<file path="config.mk">
export PLATFORM = sky130hd
export DESIGN_NAME = load_miss_candidate_sel
export DESIGN_NICKNAME = d
export VERILOG_FILES = /design/src/rtl/lcs_pkg.sv /design/src/rtl/lcs_way_match.sv /design/src/rtl/lcs_victim.sv /design/src/rtl/lcs_cnt_step.sv /design/src/rtl/load_miss_candidate_sel.sv
export SDC_FILE = /design/constraint.sdc
export NUM_CORES = 2
export LEC_CHECK = 0
export CAP_MARGIN = 20
export CORE_UTILIZATION = 35
export DETAILED_ROUTE_END_ITERATION = 10
export SLEW_MARGIN = 40
export SYNTH_ARGS = -nofsm -noshare
export SYNTH_HDL_FRONTEND = slang
export SYNTH_HIERARCHICAL = 1
export SYNTH_SLANG_ARGS = --single-unit
</file>
<file path="constraint.sdc">
create_clock -name clk_i -period 6.1 [get_ports clk_i]
set_clock_uncertainty 0.2 [all_clocks]
set_input_delay 1.22 -clock clk_i [delete_from_list [all_inputs] [get_ports clk_i]]
set_output_delay 1.22 -clock clk_i [all_outputs]
set_load 0.02 [all_outputs]
</file>
<file path="src/rtl/lcs_pkg.sv">
package lcs_pkg;
  localparam int CNT_W = 4;
  typedef logic [CNT_W-1:0] cnt_t;
  localparam cnt_t CNT_MAX    = '1;
  localparam cnt_t ALLOC_VAL  = cnt_t'(4);
  localparam cnt_t MISS_INC   = cnt_t'(4);
  localparam cnt_t HIT_DEC    = cnt_t'(1);
  localparam cnt_t SEL_THRESH = cnt_t'(8);
endpackage

</file>
<file path="src/rtl/lcs_way_match.sv">
module lcs_way_match #(
  parameter int WAYS  = 4,
  parameter int TAG_W = 26,
  localparam int WAY_W = $clog2(WAYS)
) (
  input  logic [WAYS-1:0]             valid_i,
  input  logic [WAYS-1:0][TAG_W-1:0]  tag_i,
  input  logic [TAG_W-1:0]            key_i,
  output logic [WAYS-1:0]             match_o,
  output logic                        hit_o,
  output logic [WAY_W-1:0]            way_o
);
  for (genvar w = 0; w < WAYS; w++) begin : g_cmp
    assign match_o[w] = valid_i[w] && (tag_i[w] == key_i);
  end

  assign hit_o = |match_o;

  always_comb begin
    way_o = '0;
    for (int w = 0; w < WAYS; w++)
      if (match_o[w]) way_o = WAY_W'(w);
  end
endmodule

</file>
<file path="src/rtl/lcs_victim.sv">
module lcs_victim #(
  parameter int WAYS = 4,
  localparam int WAY_W = $clog2(WAYS)
) (
  input  logic [WAYS-1:0]  valid_i,
  input  logic [WAY_W-1:0] rr_i,
  output logic [WAY_W-1:0] way_o,
  output logic             full_o
);
  // lowest empty way wins; round-robin only when the set is full
  always_comb begin
    way_o  = rr_i;
    full_o = 1'b1;
    for (int w = WAYS - 1; w >= 0; w--)
      if (!valid_i[w]) begin
        way_o  = WAY_W'(w);
        full_o = 1'b0;
      end
  end
endmodule

</file>
<file path="src/rtl/lcs_cnt_step.sv">
module lcs_cnt_step
  import lcs_pkg::*;
(
  input  logic act_i,
  input  logic hit_i,
  input  logic miss_i,
  input  cnt_t cur_i,
  output cnt_t nxt_o,
  output logic wr_o,
  output logic sel_o
);
  logic [CNT_W:0] sum;

  always_comb begin
    sum = {1'b0, cur_i} + {1'b0, MISS_INC};
    if (!hit_i)
      nxt_o = ALLOC_VAL;
    else if (miss_i)
      nxt_o = (sum > {1'b0, CNT_MAX}) ? CNT_MAX : sum[CNT_W-1:0];
    else
      nxt_o = (cur_i < HIT_DEC) ? '0 : cur_i - HIT_DEC;
  end

  assign wr_o  = act_i && (hit_i || miss_i);
  assign sel_o = wr_o && (nxt_o > SEL_THRESH);
endmodule

</file>
<file path="src/rtl/load_miss_candidate_sel.sv">
module load_miss_candidate_sel
  import lcs_pkg::*;
#(
  parameter int PC_W = 32,
  parameter int SETS = 16,
  parameter int WAYS = 4
) (
  input  logic            clk_i,
  input  logic            rst_ni,
  input  logic            ret_valid_i,
  input  logic [PC_W-1:0] ret_pc_i,
  input  logic            ret_miss_i,
  output logic            cand_o,
  output logic [PC_W-1:0] cand_pc_o
);
  localparam int IDX_W = $clog2(SETS);
  localparam int WAY_W = $clog2(WAYS);
  localparam int TAG_W = PC_W - IDX_W;

  logic [WAYS-1:0]             valid_q [SETS];
  logic [WAYS-1:0][TAG_W-1:0]  tag_q   [SETS];
  logic [WAYS-1:0][CNT_W-1:0]  cnt_q   [SETS];
  logic [WAY_W-1:0]            rr_q    [SETS];

  logic [IDX_W-1:0] idx;
  logic [TAG_W-1:0] key;
  assign idx = ret_pc_i[IDX_W+1:2];
  assign key = {ret_pc_i[PC_W-1:IDX_W+2], ret_pc_i[1:0]};

  logic [WAYS-1:0]  match_vec;
  logic             hit;
  logic [WAY_W-1:0] hit_way, vict_way, tgt_way;
  logic             set_full;
  cnt_t             cur_cnt, nxt_cnt;
  logic             wr_en, sel;

  lcs_way_match #(.WAYS(WAYS), .TAG_W(TAG_W)) u_match (
    .valid_i (valid_q[idx]),
    .tag_i   (tag_q[idx]),
    .key_i   (key),
    .match_o (match_vec),
    .hit_o   (hit),
    .way_o   (hit_way)
  );

  lcs_victim #(.WAYS(WAYS)) u_victim (
    .valid_i (valid_q[idx]),
    .rr_i    (rr_q[idx]),
    .way_o   (vict_way),
    .full_o  (set_full)
  );

  assign tgt_way = hit ? hit_way : vict_way;
  assign cur_cnt = cnt_q[idx][hit_way];

  lcs_cnt_step u_step (
    .act_i  (ret_valid_i),
    .hit_i  (hit),
    .miss_i (ret_miss_i),
    .cur_i  (cur_cnt),
    .nxt_o  (nxt_cnt),
    .wr_o   (wr_en),
    .sel_o  (sel)
  );

  always_ff @(posedge clk_i or negedge rst_ni) begin
    if (!rst_ni) begin
      for (int s = 0; s < SETS; s++) begin
        valid_q[s] <= '0;
        tag_q[s]   <= '0;
        cnt_q[s]   <= '0;
        rr_q[s]    <= '0;
      end
      cand_o    <= 1'b0;
      cand_pc_o <= '0;
    end else begin
      cand_o <= sel;
      if (sel) cand_pc_o <= ret_pc_i;
      if (wr_en) begin
        valid_q[idx][tgt_way] <= 1'b1;
        tag_q[idx][tgt_way]   <= key;
        cnt_q[idx][tgt_way]   <= nxt_cnt;
        if (!hit && set_full)
          rr_q[idx] <= (rr_q[idx] == WAY_W'(WAYS - 1)) ? '0 : rr_q[idx] + 1'b1;
      end
    end
  end

  p_one_match_r7: assert property (@(posedge clk_i) disable iff (!rst_ni)
    ret_valid_i |-> $onehot0(match_vec));

  p_miss_grow_r2: assert property (@(posedge clk_i) disable iff (!rst_ni)
    (ret_valid_i && ret_miss_i && hit) |-> (nxt_cnt >= cur_cnt));

  p_hit_shrink_r3: assert property (@(posedge clk_i) disable iff (!rst_ni)
    (ret_valid_i && !ret_miss_i && hit) |-> (nxt_cnt <= cur_cnt));

  p_alloc_val_r4: assert property (@(posedge clk_i) disable iff (!rst_ni)
    (ret_valid_i && ret_miss_i && !hit) |-> (nxt_cnt == ALLOC_VAL));

  p_no_alloc_r5: assert property (@(posedge clk_i) disable iff (!rst_ni)
    (ret_valid_i && !ret_miss_i && !hit) |-> !wr_en);

  p_fire_r6: assert property (@(posedge clk_i) disable iff (!rst_ni)
    (wr_en && nxt_cnt > SEL_THRESH) |=> (cand_o && cand_pc_o == $past(ret_pc_i)));

  p_idle_r8: assert property (@(posedge clk_i) disable iff (!rst_ni)
    !ret_valid_i |=> !cand_o);
endmodule

</file>
==> impl_metrics.env <==
export IMPL_path_common_cell="buf_16"
export IMPL_synth_area_per_cell_um2=16.7
export IMPL_port_buffers=68
export IMPL_crit_arrival_ns=6.87
export IMPL_wl_um=287000
export IMPL_layout_common_cells="dfrtp_1 (2177), mux2_2 (1752), mux4_2 (648), buf_4 (396), mux2_4 (304)"
export IMPL_clock_path_buffers=3
export IMPL_syn_nets=6064
export IMPL_ir_drop_v=0.000306
export IMPL_grt_pass1_wl_um=426000
export IMPL_drive_above_1_share=0.601
export IMPL_final_util=0.418
export IMPL_drc_errors=0
export IMPL_areaGrowthSynthToFinish_pct=18.4
export IMPL_hp_class="flip-flop to flip-flop"
export IMPL_antenna_found_initial=15
export IMPL_end_kind="flip-flop"
export IMPL_layout_commonest_cell="dfrtp_1"
export IMPL_grt_max_degree=162
export IMPL_slew_headroom=0.482
export IMPL_seq_power_share=0.465
export IMPL_grt_setup_unrepaired="true"
export IMPL_cts_buffers=230
export IMPL_status="complete, but fails checks"
export IMPL_power_leakage_nw=55.5
export IMPL_fin_crit_sh=1.03
export IMPL_clock_sinks=2177
export IMPL_grt_overflow=0
export IMPL_p_sw_w=0.00865
export IMPL_slew_violations=0
export IMPL_pwr_share_comb=0.120
export IMPL_die_h_um=539
export IMPL_crit_path_max_fanout=14
export IMPL_setup_violations=32
export IMPL_track_usage=0.198
export IMPL_clkPwrFrac=0.414
export IMPL_chipWidth_um=539
export IMPL_max_slew_worst_pin_slew_ns=0.777
export IMPL_hpwl_um=183000
export IMPL_synth_area_um2=101000
export IMPL_cts_tree="done"
export IMPL_power_density_nw_per_um2=296
export IMPL_place_gp_congestion=0.822
export IMPL_rows=196
export IMPL_antenna_left=0
export IMPL_clk_insertion_delay_late_ns=0.92
export IMPL_drv_cap=0
export IMPL_slowest_delay_ns=0.54
export IMPL_internal_power_w=0.0266
export IMPL_sw_frac_of_total=0.245
export IMPL_hold_ws_ns=0.261
export IMPL_io_pins=69
export IMPL_drtIter0Drc=4095
export IMPL_grt_pass1_vias=60200
export IMPL_vias=55700
export IMPL_clkSlewWorstSetupHoldPaths_ns=0.06
export IMPL_worstPathRequired_ns=6.68
export IMPL_clock_fmax_ghz=0.159
export IMPL_setup_ws_ns=-0.193
export IMPL_fin_nets=6396
export IMPL_period_minus_slack_ns=6.29
export IMPL_path_class="primary input to flip-flop"
export IMPL_netlist_instances=6023
export IMPL_cp_start_kind="primary input"
export IMPL_routed_via_density=5.40
export IMPL_synth_warnings=6
export IMPL_htree_levels=4
export IMPL_drt_pass1_iterations=7
export IMPL_cts_root_buf="clkbuf_16"
export IMPL_core_area_um2=286000
export IMPL_wl_per_cell_um=27.9
export IMPL_hold_violations=0
export IMPL_crit_slowest_cell="mux4_2"
export IMPL_start_util=0.353
export IMPL_dieArea_um2=290000
export IMPL_violations="negative setup slack"
## final cells by class
class,count,area [um^2]
Fill cell,25200,166000
Sequential cell,2177,54500
Multi-Input combinational cell,3235,43700
Timing Repair Buffer,701,8460
Clock buffer,335,6750
Tap cell,3762,4710
Clock inverter,89,1210
Inverter,10,45.0
Antenna cell,4,10.0
## timing repair
action                                  CTS  global route
buffers inserted                         28            13
endpoints found under the setup margin  403          1214
hold buffers                              1             0
endpoints found under the hold margin    42             0
pin swaps                                 9            26
resized for setup                        56            67
gates cloned                              2             5
## flip-flops by register name, indices dropped and copies added (netlist names)
register / flops
valid_q: 64
cnt_q: 256
cand_o: 1
cand_pc_o: 32
rr_q: 32
tag_q: 1792
## per-layer routing
layer  GRT usage  up-vias  routed length, um
met5           0        -                 26
met2       0.326     1120             141000
met3      0.0293      378              11700
li1            -    23100                  -
met4      0.0527        4               7060
met1       0.271    31100             128000
## power groups by stage
stage | registers (W) | clock network, W | logic [W]
global route | 0.0166 | 0.0155 | 0.00455
finish | 0.0164 | 0.0146 | 0.00425
global placement | 0.0166 | 0 | 0.00409
detailed placement | 0.0167 | 0 | 0.00421
CTS | 0.0164 | 0.0149 | 0.00426
floorplan | 0.0164 | 0 | 0.00279
## final timing paths
| path | startpoint | endpoint | slack (ns) | depth (start not counted) |
|---|---|---|---|---|
| min in group asynchronous | rst_ni | tag_q[1475] | 0.68 | 2 |
| min reg2reg | valid_q[17] | valid_q[17] | 0.26 | 1 |
| max in group asynchronous | rst_ni | tag_q[932] | 3.18 | 5 |
| min | valid_q[17] | valid_q[17] | 0.26 | 1 |
| max | ret_pc_i[2] | cand_pc_o[19] | -0.19 | 27 |
| max reg2reg | tag_q[80] | cand_pc_o[19] | 0.37 | 25 |
## worst max-delay path, delay by kind of cell
kind            cells  cell delay (ns)
buf+inv            12             1.71
compound gates      7             1.28
fa+ha+maj           1             0.16
mux                 3             1.40
simple gates        3             0.78
xor+xnor            1             0.21
## metrics by stage
stage	setup TNS (ns)	setup slack (ns)	cells	power, W	cell area, um^2
global route	-11.13	-0.240	10300	0.0366	119000
global placement	-1896.89	-1.64	9831	0.0207	110000
finish	-5.47	-0.193	10300	0.0353	119000
detailed placement	-1916.05	-1.47	9834	0.0209	110000
CTS	-3.82	-0.0955	10300	0.0356	119000
floorplan	-0.420	-0.0184	6023	0.0192	101000
No activity file was read; power rests on OpenSTA's default activity.
